--- config.mk ---
export PLATFORM = sky130hd
export DESIGN_NAME = rxsrc_sel
export DESIGN_NICKNAME = d
export VERILOG_FILES = /design/src/rtl/rxsrc_pkg.sv /design/src/rtl/rxsrc_cntgen.sv /design/src/rtl/rxsrc_lanepack.sv /design/src/rtl/rxsrc_outreg.sv /design/src/rtl/rxsrc_sel.sv
export SDC_FILE = /design/constraint.sdc
export NUM_CORES = 1
export LEC_CHECK = 0
export BUFFER_PORTS_ARGS = -buffer_cell sky130_fd_sc_hd__buf_4
export CELL_PAD_IN_SITES_DETAIL_PLACEMENT = 0
export CELL_PAD_IN_SITES_GLOBAL_PLACEMENT = 1
export CORE_AREA = 2 2 169 171
export CTS_BUF_LIST = sky130_fd_sc_hd__clkbuf_8
export DETAILED_ROUTE_END_ITERATION = 8
export DIE_AREA = 0 0 171 173
export GPL_ROUTABILITY_DRIVEN = 1
export PLACE_DENSITY_LB_ADDON = 0.1
export SYNTH_ARGS = -nofsm -noshare
export SYNTH_HDL_FRONTEND = slang
export SYNTH_HIERARCHICAL = 1
export SYNTH_SLANG_ARGS = --single-unit
--- constraint.sdc ---
create_clock -name clk -period 2.35 [get_ports clk]
set_input_delay 0.3525 -clock clk [delete_from_list [all_inputs] [get_ports clk]]
set_output_delay 0.3525 -clock clk [all_outputs]
set_load 0.005 [all_outputs]
--- src/rtl/rxsrc_pkg.sv ---
package rxsrc_pkg;

  // Source selection codes on mode_sel
  typedef enum logic [1:0] {
    SRC_CHAN = 2'd0,
    SRC_BYP  = 2'd1,
    SRC_CNT  = 2'd2,
    SRC_OFF  = 2'd3
  } src_mode_e;

  // Strobes that travel with one beat
  typedef struct packed {
    logic valid;
    logic sof;
    logic eof;
  } beat_flags_t;

endpackage

--- src/rtl/rxsrc_cntgen.sv ---
// Sample/frame counter state for the test pattern.
// Base count steps by LANES per beat and wraps at FRAME_LEN; frame index
// steps on the wrap and rolls over at its natural width.
module rxsrc_cntgen #(
  parameter int LANES     = 4,
  parameter int FRAME_LEN = 512,
  parameter int SAMP_W    = 16,
  parameter int CNT_W     = 9
) (
  input  logic              clk,
  input  logic              rst,
  input  logic              clear,
  input  logic              advance,
  output logic [CNT_W-1:0]  base_o,
  output logic [SAMP_W-1:0] frame_o,
  output logic              first_o,
  output logic              last_o
);

  localparam logic [CNT_W-1:0] LAST_BASE = CNT_W'(FRAME_LEN - LANES);
  localparam logic [CNT_W-1:0] STEP      = CNT_W'(LANES);

  logic [CNT_W-1:0]  base_q;
  logic [SAMP_W-1:0] frame_q;

  always_ff @(posedge clk) begin
    if (rst || clear) begin
      base_q  <= '0;
      frame_q <= '0;
    end else if (advance) begin
      if (base_q == LAST_BASE) begin
        base_q  <= '0;
        frame_q <= frame_q + SAMP_W'(1);
      end else begin
        base_q  <= base_q + STEP;
      end
    end
  end

  assign base_o  = base_q;
  assign frame_o = frame_q;
  assign first_o = (base_q == '0);
  assign last_o  = (base_q == LAST_BASE);

endmodule

--- src/rtl/rxsrc_lanepack.sv ---
// Builds one beat of the counter pattern: lane k real = base + k,
// imaginary = frame index, real in the low half of each lane word.
module rxsrc_lanepack #(
  parameter int LANES  = 4,
  parameter int SAMP_W = 16,
  parameter int CNT_W  = 9,
  parameter int DATA_W = LANES * 2 * SAMP_W
) (
  input  logic [CNT_W-1:0]  base_i,
  input  logic [SAMP_W-1:0] frame_i,
  output logic [DATA_W-1:0] data_o
);

  localparam int LANE_W = 2 * SAMP_W;

  for (genvar k = 0; k < LANES; k++) begin : g_lane
    assign data_o[k*LANE_W +: SAMP_W]          = SAMP_W'(base_i) + SAMP_W'(k);
    assign data_o[k*LANE_W + SAMP_W +: SAMP_W] = frame_i;
  end

endmodule

--- src/rtl/rxsrc_outreg.sv ---
// Selects one of three sources, applies the capture gate, zeroes data
// and strobes for invalid beats, and registers the result.
module rxsrc_outreg
  import rxsrc_pkg::*;
#(
  parameter int DATA_W = 128
) (
  input  logic              clk,
  input  logic              rst,
  input  src_mode_e         mode,
  input  logic              cap_en,
  input  logic [DATA_W-1:0] chan_data,
  input  beat_flags_t       chan_flags,
  input  logic [DATA_W-1:0] byp_data,
  input  beat_flags_t       byp_flags,
  input  logic [DATA_W-1:0] cnt_data,
  input  beat_flags_t       cnt_flags,
  output logic [DATA_W-1:0] out_data,
  output beat_flags_t       out_flags
);

  logic [DATA_W-1:0] sel_data;
  beat_flags_t       sel_flags;
  logic              take;

  always_comb begin
    sel_data  = '0;
    sel_flags = '0;
    unique case (mode)
      SRC_CHAN: begin sel_data = chan_data; sel_flags = chan_flags; end
      SRC_BYP:  begin sel_data = byp_data;  sel_flags = byp_flags;  end
      SRC_CNT:  begin sel_data = cnt_data;  sel_flags = cnt_flags;  end
      default:  begin sel_data = '0;        sel_flags = '0;         end
    endcase
    take = cap_en && sel_flags.valid;
  end

  always_ff @(posedge clk) begin
    if (rst) begin
      out_data  <= '0;
      out_flags <= '0;
    end else begin
      out_data        <= take ? sel_data : '0;
      out_flags.valid <= take;
      out_flags.sof   <= take && sel_flags.sof;
      out_flags.eof   <= take && sel_flags.eof;
    end
  end

endmodule

--- src/rtl/rxsrc_sel.sv ---
module rxsrc_sel
  import rxsrc_pkg::*;
#(
  parameter int LANES     = 4,
  parameter int SAMP_W    = 16,
  parameter int FRAME_LEN = 512,
  parameter int DATA_W    = LANES * 2 * SAMP_W
) (
  input  logic              clk,
  input  logic              rst,
  input  logic [1:0]        mode_sel,
  input  logic              cap_en,
  input  logic              sw_trig,
  input  logic [DATA_W-1:0] chan_data,
  input  logic              chan_valid,
  input  logic              chan_sof,
  input  logic              chan_eof,
  input  logic [DATA_W-1:0] byp_data,
  input  logic              byp_valid,
  input  logic              byp_sof,
  input  logic              byp_eof,
  output logic [DATA_W-1:0] out_data,
  output logic              out_valid,
  output logic              out_sof,
  output logic              out_eof
);

  localparam int CNT_W = $clog2(FRAME_LEN);

  src_mode_e         mode;
  logic              cnt_adv;
  logic [CNT_W-1:0]  cnt_base;
  logic [SAMP_W-1:0] cnt_frame;
  logic              cnt_first;
  logic              cnt_last;
  logic [DATA_W-1:0] cnt_data;
  beat_flags_t       chan_flags;
  beat_flags_t       byp_flags;
  beat_flags_t       cnt_flags;
  beat_flags_t       out_flags;

  assign mode    = src_mode_e'(mode_sel);
  // Trigger wins over a beat in the same clock
  assign cnt_adv = cap_en && (mode == SRC_CNT) && !sw_trig;

  assign chan_flags = '{valid: chan_valid, sof: chan_sof, eof: chan_eof};
  assign byp_flags  = '{valid: byp_valid,  sof: byp_sof,  eof: byp_eof};
  assign cnt_flags  = '{valid: cnt_adv,    sof: cnt_first, eof: cnt_last};

  rxsrc_cntgen #(
    .LANES(LANES), .FRAME_LEN(FRAME_LEN), .SAMP_W(SAMP_W), .CNT_W(CNT_W)
  ) u_cntgen (
    .clk(clk), .rst(rst), .clear(sw_trig), .advance(cnt_adv),
    .base_o(cnt_base), .frame_o(cnt_frame),
    .first_o(cnt_first), .last_o(cnt_last)
  );

  rxsrc_lanepack #(
    .LANES(LANES), .SAMP_W(SAMP_W), .CNT_W(CNT_W), .DATA_W(DATA_W)
  ) u_lanepack (
    .base_i(cnt_base), .frame_i(cnt_frame), .data_o(cnt_data)
  );

  rxsrc_outreg #(
    .DATA_W(DATA_W)
  ) u_outreg (
    .clk(clk), .rst(rst), .mode(mode), .cap_en(cap_en),
    .chan_data(chan_data), .chan_flags(chan_flags),
    .byp_data(byp_data),   .byp_flags(byp_flags),
    .cnt_data(cnt_data),   .cnt_flags(cnt_flags),
    .out_data(out_data),   .out_flags(out_flags)
  );

  assign out_valid = out_flags.valid;
  assign out_sof   = out_flags.sof;
  assign out_eof   = out_flags.eof;

endmodule

# ---- After elaboration in Yosys (flattened, before gate mapping)
# Index checks and enable logic that the tools add are counted.
dict set report totals {
  ff_bits 156
  inputBits 268
  out_inout_bits 131
  elab_cells 29
}
dict set report classes {
  n_addsub 5
  n_eq_ne 3
  mux 3
  n_bitwise 1
  n_reduce_logical 11
}
# operator n
set ops {}
lappend ops {{one-hot mux 128 bit (3 select lines)} 1}
lappend ops {{adder 9 x 2 -> 10 bit (second input constant)} 2}
lappend ops {{adder 16 x 1 -> 16 bit (second input constant)} 1}
lappend ops {{adder 9 x 1 -> 10 bit (second input constant)} 1}
lappend ops {{adder 9 x 3 -> 9 bit (second input constant)} 1}
lappend ops {{== test 9 bit (second input constant)} 1}
lappend ops {{logical NOT 9 bit} 1}
lappend ops {{2-to-1 mux 9 bit} 1}
lappend ops {{one-hot mux 3 bit (3 select lines)} 1}
lappend ops {{logical AND 1 bit} 5}
lappend ops {{== test 2 x 1 -> 1 bit (second input constant)} 1}
lappend ops {{== test 2 bit (second input constant)} 1}
lappend ops {{logical NOT 2 bit} 1}
lappend ops {{AND reduction 2 bit} 1}
lappend ops {{OR reduction 2 bit} 1}
lappend ops {{logical NOT 1 bit} 1}
lappend ops {{logical OR 1 bit} 1}
lappend ops {{inverter 1 bit} 1}

# ---- Depth between registers and ports, before layout
# Gate-level depths: netlist (run 1).
dict set report depth {
  ltp_word 7
  ltp_mapped 9
}

# ---- Cells and area by module
# The synthesis (run 1) kept the hierarchy.
# mod n_inst cells_per_inst area_each_um2
set by_module_without_submodules {}
lappend by_module_without_submodules {rxsrc_outreg 1 643 6237.2}
lappend by_module_without_submodules {rxsrc_lanepack 1 162 1159.9}
lappend by_module_without_submodules {rxsrc_cntgen 1 132 1113.6}
lappend by_module_without_submodules {rxsrc_sel 1 1 12.5}

# ---- Worst setup path before layout (run 1)
# No wires, ideal clock.
dict set report synth_timing {
  path_kind {flip-flop to flip-flop}
  startpoint {register u_cntgen.base_q[2] (netlist: u_cntgen/base_o[2])}
  endpoint {register u_cntgen.frame_q[10] (netlist: u_cntgen/frame_o[10])}
  t_arrival_ns 2.169
  required_time_ns 2.280
  path_slack_ns 0.111
  stages_incl_launch_ff 8
  period_less_slack_ns 2.239
  cell_sequence {dfxtp_1 -> ha_1 -> nand4_2 -> buf_6 -> or4_1 -> clkbuf_2 -> or3_1 -> a21oi_1}
}
dict set report synth_between {
  elab_chain_cells 2
}
# element line_no
set synth_lines {}
lappend synth_lines {{start, declared} rxsrc_cntgen.sv:23} ;# logic [CNT_W-1:0] base_q;
lappend synth_lines {{start signal, assigned} rxsrc_cntgen.sv:35} ;# base_q <= base_q + STEP;
lappend synth_lines {{== test 9 bit} rxsrc_cntgen.sv:31} ;# if (base_q == LAST_BASE) begin
lappend synth_lines {{AND reduction 2 bit (no source line)} --}
lappend synth_lines {{end signal, assigned} rxsrc_cntgen.sv:33} ;# frame_q <= frame_q + SAMP_W'(1);
lappend synth_lines {{end, declared} rxsrc_cntgen.sv:24} ;# logic [SAMP_W-1:0] frame_q;
# Every way passes these cells.
# A chain may end at the register's enable or synchronous reset.

# ---- Worst setup path after layout (run 1)
dict set report layout_timing {
  startpoint {register u_cntgen.base_q[3] (netlist: u_cntgen/base_o[3])}
  endpoint {register u_cntgen.frame_q[11] (netlist: u_cntgen/frame_o[11])}
}
# The elaborated chain is that of the path after synthesis.

==> out/qor.csv, run 1 <==
metric,value,unit
numPortBuffers,398,
nets,1523,
netlist_area,0.00852,mm2
wl_per_cell,18.9,um
worstPathRequired,2.72,ns
vias_per_cell,4.48,
die_x,171,um
hold_class,in2reg,
reg2reg_depth,5,
rr_endpoint,u_cntgen/frame_o[11],
grt_pass1_wl,45200,um
cts_hold_buf,0,
ys_ff_latch,154,
pwr_density_cell,479,mW/mm2
tns,0,ns
synth_area_leader_cell,dfxtp_1,
finalSetupViolations,0,
hpwl,23300,um
crit_path_max_incr_delay,0.68,ns
grt_overflow_total,0,
period_needed,2.08,ns
synthToLayoutAreaGrowth,36.4,%
final.setup_skew,0.0252,ns
synth_edf_count,0,
cp_slowest_cell,or4_1,
clockRootBuffer,clkbuf_8,
min_to,u_outreg/out_data[33],
drive_above_1_share,0.473,
io_pins,399,
die-area,0.0296,mm2
ant_nets,0,
post_cts_resize_count,0,
placed_area,0.0113,mm2
cp_cell_sequence,ha_1 > nand4_2 > or4_1 > or3_1 > a21oi_1,
maxCapViolCount,0,
track_usage,0.204,
p_leak,0.00542,uW
place_congestion,0.776,
htreeDepth,4,
cts_buffers,17,
status,"finished, final reports clean",
synth_cell_types,38,
start_util,0.308,
rows,61,
regArea,0.00308,mm2
fp.dieH,173,um
clkSlewWorstSetupHoldPaths,0.10,ns
min_period_over_period,0.885,
clock.fmax,0.481,GHz
fill_cells,2898,
rsz0062_at_grt,false,
cp-start-kind,register,
clockBufferDepth,2,
cts.sinks,154,
worstMarginPinSlew,1.02,ns
postCtsSetupRepairBufs,0,
ir_drop,0.000281,V
r2r_setup_slack,0.27,ns
synth_flop_cell,dfxtp_1,
drv_slew,0,
cts_tree,done,
synth_area_per_cell,9.09,um2
drt_pass1_iterations,5,
hold_slack,0.123,ns
critPathKind,reg2reg,
core,0.0276,mm2
grt_pass1_vias,7458,
hold_start,byp_data[33],
routed-via-count,7347,
timing.rr.start,u_cntgen/base_o[3],
fin_area,0.0116,mm2
grt_max_degree,86,
crit_family,simple AND/OR/NAND/NOR gates,
synth_area_leaders,"dfxtp_1, mux2i_1, buf_4",
cp.arrival,2.45,ns
slew_headroom,0.321,
multi_input_area,0.00436,mm2
ys_seq_area_frac,0.362,
drc,0,
hold_viol_final,0,
synth_warnings,6,
routed_wl,31000,um
drtIter0Drc,305,
mostFrequentLayoutCell,buf_4,
crit_fanout,8,
synth_cells,938,
antenna_found_initial,2,
worstSetupEndpointType,register,
async_reset_ff_frac,0,
insertion_delay,0.46,ns
yosys.area.top_type_share,0.362,
crit_buf_inv,0,
layout.cells.most_common_list,"buf_4, dfxtp_1, mux2i_1, nor2_1, nand2_1",
whs_path_depth,3,
## layout make-up
type                            count  area share
Antenna cell                        1    0.000215
Clock buffer                       17      0.0201
Clock inverter                     15      0.0113
Inverter                           11     0.00355
Multi-Input combinational cell    633       0.375
Sequential cell                   154       0.265
Tap cell                          378      0.0407
Timing Repair Buffer              430       0.284
## stage by stage
step	power, uW	utilization	cells	setup slack, ns
2_1_floorplan	3200	-	963	0.111
6_report	5570	0.421	1639	0.270
3_5_place_dp	3650	0.408	1606	0.193
4_1_cts	5660	0.421	1638	0.263
5_1_grt	5840	0.421	1638	0.116
3_3_place_gp	3650	0.408	1606	0.204
## state kept, by name, indices dropped and copies added (netlist names)
signal,cells
u_outreg/out_data,128
u_cntgen/base_o,7
u_outreg/out_flags,3
u_cntgen/frame_o,16
## worst reg2reg max path, cell delays in order, from the launching register on
cell and delay, ns:
dfxtp_1 0.45, ha_1 0.21, nand4_2 0.13, or4_1 0.68
or3_1 0.41, a21oi_1 0.14
## metal layers
layer  up-vias  track usage  part of all wire
met4         2       0.0498             0.013
li1       3617            -                 -
met1      3413        0.238              0.40
met3        24       0.0705             0.090
met5         -            0           0.00042
met2       291        0.354              0.49
## cell families (layout without fill, tap and decap cells)
| family | count (synthesis) | count (layout) | share of synthesized area |
|---|---|---|---|
| AO/OA/AOI/OAI | 86 | 86 | 0.0524 |
| XOR/XNOR | 34 | 34 | 0.0349 |
| adder cells (fa/ha/maj) | 8 | 8 | 0.0117 |
| buffers and inverters | 176 | 473 | 0.140 |
| flip-flops | 154 | 154 | 0.362 |
| multiplexers | 194 | 194 | 0.237 |
| other | 2 | 28 | 0.000881 |
| AND/OR/NAND/NOR | 284 | 284 | 0.160 |
## synthesized netlist by cell type, types with 2 or more instances
master    instances
dfxtp_1         154
mux2i_1         129
buf_4           113
nor2_1           91
nand2_1          79
a21oi_1          75
or2_2            66
mux2_2           64
buf_2            23
xnor2_1          20
xor2_1           14
clkbuf_1         13
buf_6            11
inv_1            11
nand4_1          10
nand3_1           9
ha_1              8
o21ai_0           8
or3_1             7
nor3_1            5
buf_1             4
nor4_1            3
a22oi_1           2
and4_1            2
conb_1            2
nor2b_1           2
or4_1             2
## power by group
group          total [uW]  internal [uW]  switching (uW)  leakage [uW]
clock                1980            838            1140      0.000179
sequential           2660           2650            10.8       0.00124
combinational         933            570             363       0.00399
## worst max-delay path by stage
| stage | slack [ns] | end | cells past startpoint | start |
|---|---|---|---|---|
| finish | 0.27 | u_cntgen/frame_o[11] | 5 | u_cntgen/base_o[3] |
| global route | 0.12 | u_cntgen/frame_o[12] | 5 | u_cntgen/base_o[3] |
| CTS | 0.26 | u_cntgen/frame_o[12] | 5 | u_cntgen/base_o[3] |
| detailed placement | 0.19 | u_outreg/out_data[21] | 8 | mode_sel[1] |
| global placement | 0.20 | u_cntgen/frame_o[14] | 6 | mode_sel[0] |
| floorplan | 0.11 | u_cntgen/frame_o[10] | 7 | u_cntgen/base_o[2] |
Power figures use the tool's default switching activity.
==> inputs of run 2 (changes only) <==
--- a/config.mk
+++ b/config.mk
@@ -14,6 +14,7 @@
 export DIE_AREA = 0 0 171 173
 export GPL_ROUTABILITY_DRIVEN = 1
 export PLACE_DENSITY_LB_ADDON = 0.1
+export RECOVER_POWER = 25
 export SYNTH_ARGS = -nofsm -noshare
 export SYNTH_HDL_FRONTEND = slang
 export SYNTH_HIERARCHICAL = 1
==> out/qor.csv, run 2 (synthesis gave the netlist of run 1 again) <==
metric,value,unit,change
cts_hold_buf,0,,unchanged
critPathKind,reg2reg,,unchanged
fill_cells,2918,,was 2898
largest-register,u_outreg/out_data,,unchanged
insertion_delay,0.46,ns,about the same
status,"finished, final reports clean",,unchanged
track_usage,0.204,,unchanged
vias_per_cell,4.50,,was 4.48
p_leak,0.00525,uW,was 0.00542 uW
post_cts_resize_count,0,,unchanged
cp-start-kind,register,,unchanged
cts_buffers,17,,unchanged
antenna_found_initial,2,,unchanged
wl_per_cell,18.9,um,about the same
worstPathRequired,2.72,ns,about the same
slew_headroom,0.320,,was 0.321
drive_above_1_share,0.445,,was 0.473
die_x,171,um,unchanged
grt_max_degree,86,,unchanged
clock.fmax,0.480,GHz,was 0.481 GHz
nets,1523,,unchanged
final_cells,1638,,was 1639
clkSlewWorstSetupHoldPaths,0.11,ns,was 0.10 ns
power,5560,uW,was 5570 uW
routed-via-count,7371,,was 7347
numPortBuffers,398,,unchanged
mostFrequentLayoutCell,buf_4,,unchanged
finalSetupViolations,0,,unchanged
io_pins,399,,unchanged
cts_tree,done,,unchanged
drv_slew,0,,unchanged
rsz0062_at_grt,false,,unchanged
synthToLayoutAreaGrowth,34.8,%,was 36.4%
grt_pass1_vias,7458,,unchanged
pre_cts_ws,0.193,ns,unchanged
grt_pass1_wl,45200,um,unchanged
cp.arrival,2.46,ns,was 2.45 ns
routed_wl,31000,um,about the same
antenna_cells,0,,was 1
grt_overflow_total,0,,unchanged
multi_input_area,0.00436,mm2,unchanged
min_period_over_period,0.886,,was 0.885
timing.final.ws_setup,0.268,ns,was 0.270 ns
worstSetupEndpointType,register,,unchanged
place_inst,1606,,unchanged
r2r_setup_slack,0.27,ns,about the same
cts.sinks,154,,unchanged
ir_drop,0.000284,V,was 0.000281 V
place_congestion,0.776,,unchanged
hold_class,in2reg,,unchanged
ant_nets,0,,unchanged
htreeDepth,4,,unchanged
hpwl,23300,um,unchanged
pwr_density_cell,484,mW/mm2,was 479 mW/mm2
maxCapViolCount,0,,unchanged
largest_reg_flops,128,,unchanged
regArea,0.00308,mm2,unchanged
worstMarginPinSlew,1.02,ns,about the same
start_util,0.308,,unchanged
postCtsSetupRepairBufs,0,,unchanged
clockBufferDepth,2,,unchanged
layout.cells.most_common_list,"buf_4, dfxtp_1, mux2i_1, nor2_1, nand2_1",,unchanged
tns,0,ns,unchanged
drc,0,,unchanged
drt_pass1_iterations,5,,unchanged
rows,61,,unchanged
crit_fanout,8,,unchanged
hold_viol_final,0,,unchanged
fp.dieH,173,um,unchanged
period_needed,2.08,ns,about the same
core,0.0276,mm2,unchanged
die-area,0.0296,mm2,unchanged
final.setup_skew,0.0244,ns,was 0.0252 ns
drtIter0Drc,307,,was 305
clockRootBuffer,clkbuf_8,,unchanged
[run 2: final cells by class]
type,instances,area share
Clock buffer,17,0.0204
Clock inverter,15,0.0114
Inverter,11,0.00359
Multi-Input combinational cell,633,0.379
Sequential cell,154,0.268
Tap cell,378,0.0411
Timing Repair Buffer,430,0.276
[run 2: critical path: stages, from the launching register on]
cell and delay (ns):
dfxtp_1 0.45, ha_1 0.21, nand4_2 0.13, or4_1 0.68
or3_1 0.40, a21oi_1 0.14
[run 2: path summary, 6_finish.rpt]
path | from | endpoint | depth (start not counted)
worst min register to register | u_cntgen/base_o[5] | u_cntgen/base_o[5] | 2
worst min-delay path | byp_data[33] | u_outreg/out_data[33] | 3
worst max register to register | u_cntgen/base_o[3] | u_cntgen/frame_o[11] | 5
worst max-delay path | u_cntgen/base_o[3] | u_cntgen/frame_o[11] | 5
[run 2: routing by layer]
layer,GRT usage,part of all wire,up-vias
li1,-,-,3616
met1,0.238,0.41,3442
met2,0.354,0.49,283
met3,0.0705,0.088,28
met4,0.0498,0.015,2
met5,0,0.00042,-
[run 2: power by group]
part	switching, uW	leakage (uW)	internal (uW)
sequential	10.4	0.00124	2650
combinational	363	0.00382	562
clock	1140	0.000179	838
total	1520	0.00525	4050
[run 2: through the flow]
| stage | instance area, um2 | hold WS [ns] | util |
|---|---|---|---|
| 4_1_cts | 11600 | 0.0882 | 0.421 |
| 3_5_place_dp | 11300 | 0.594 | 0.408 |
| 3_3_place_gp | 11300 | 0.586 | 0.408 |
| 5_1_grt | 11500 | 0.0763 | 0.416 |
| 2_1_floorplan | 8620 | 0.490 | - |
| 6_report | 11500 | 0.119 | 0.416 |
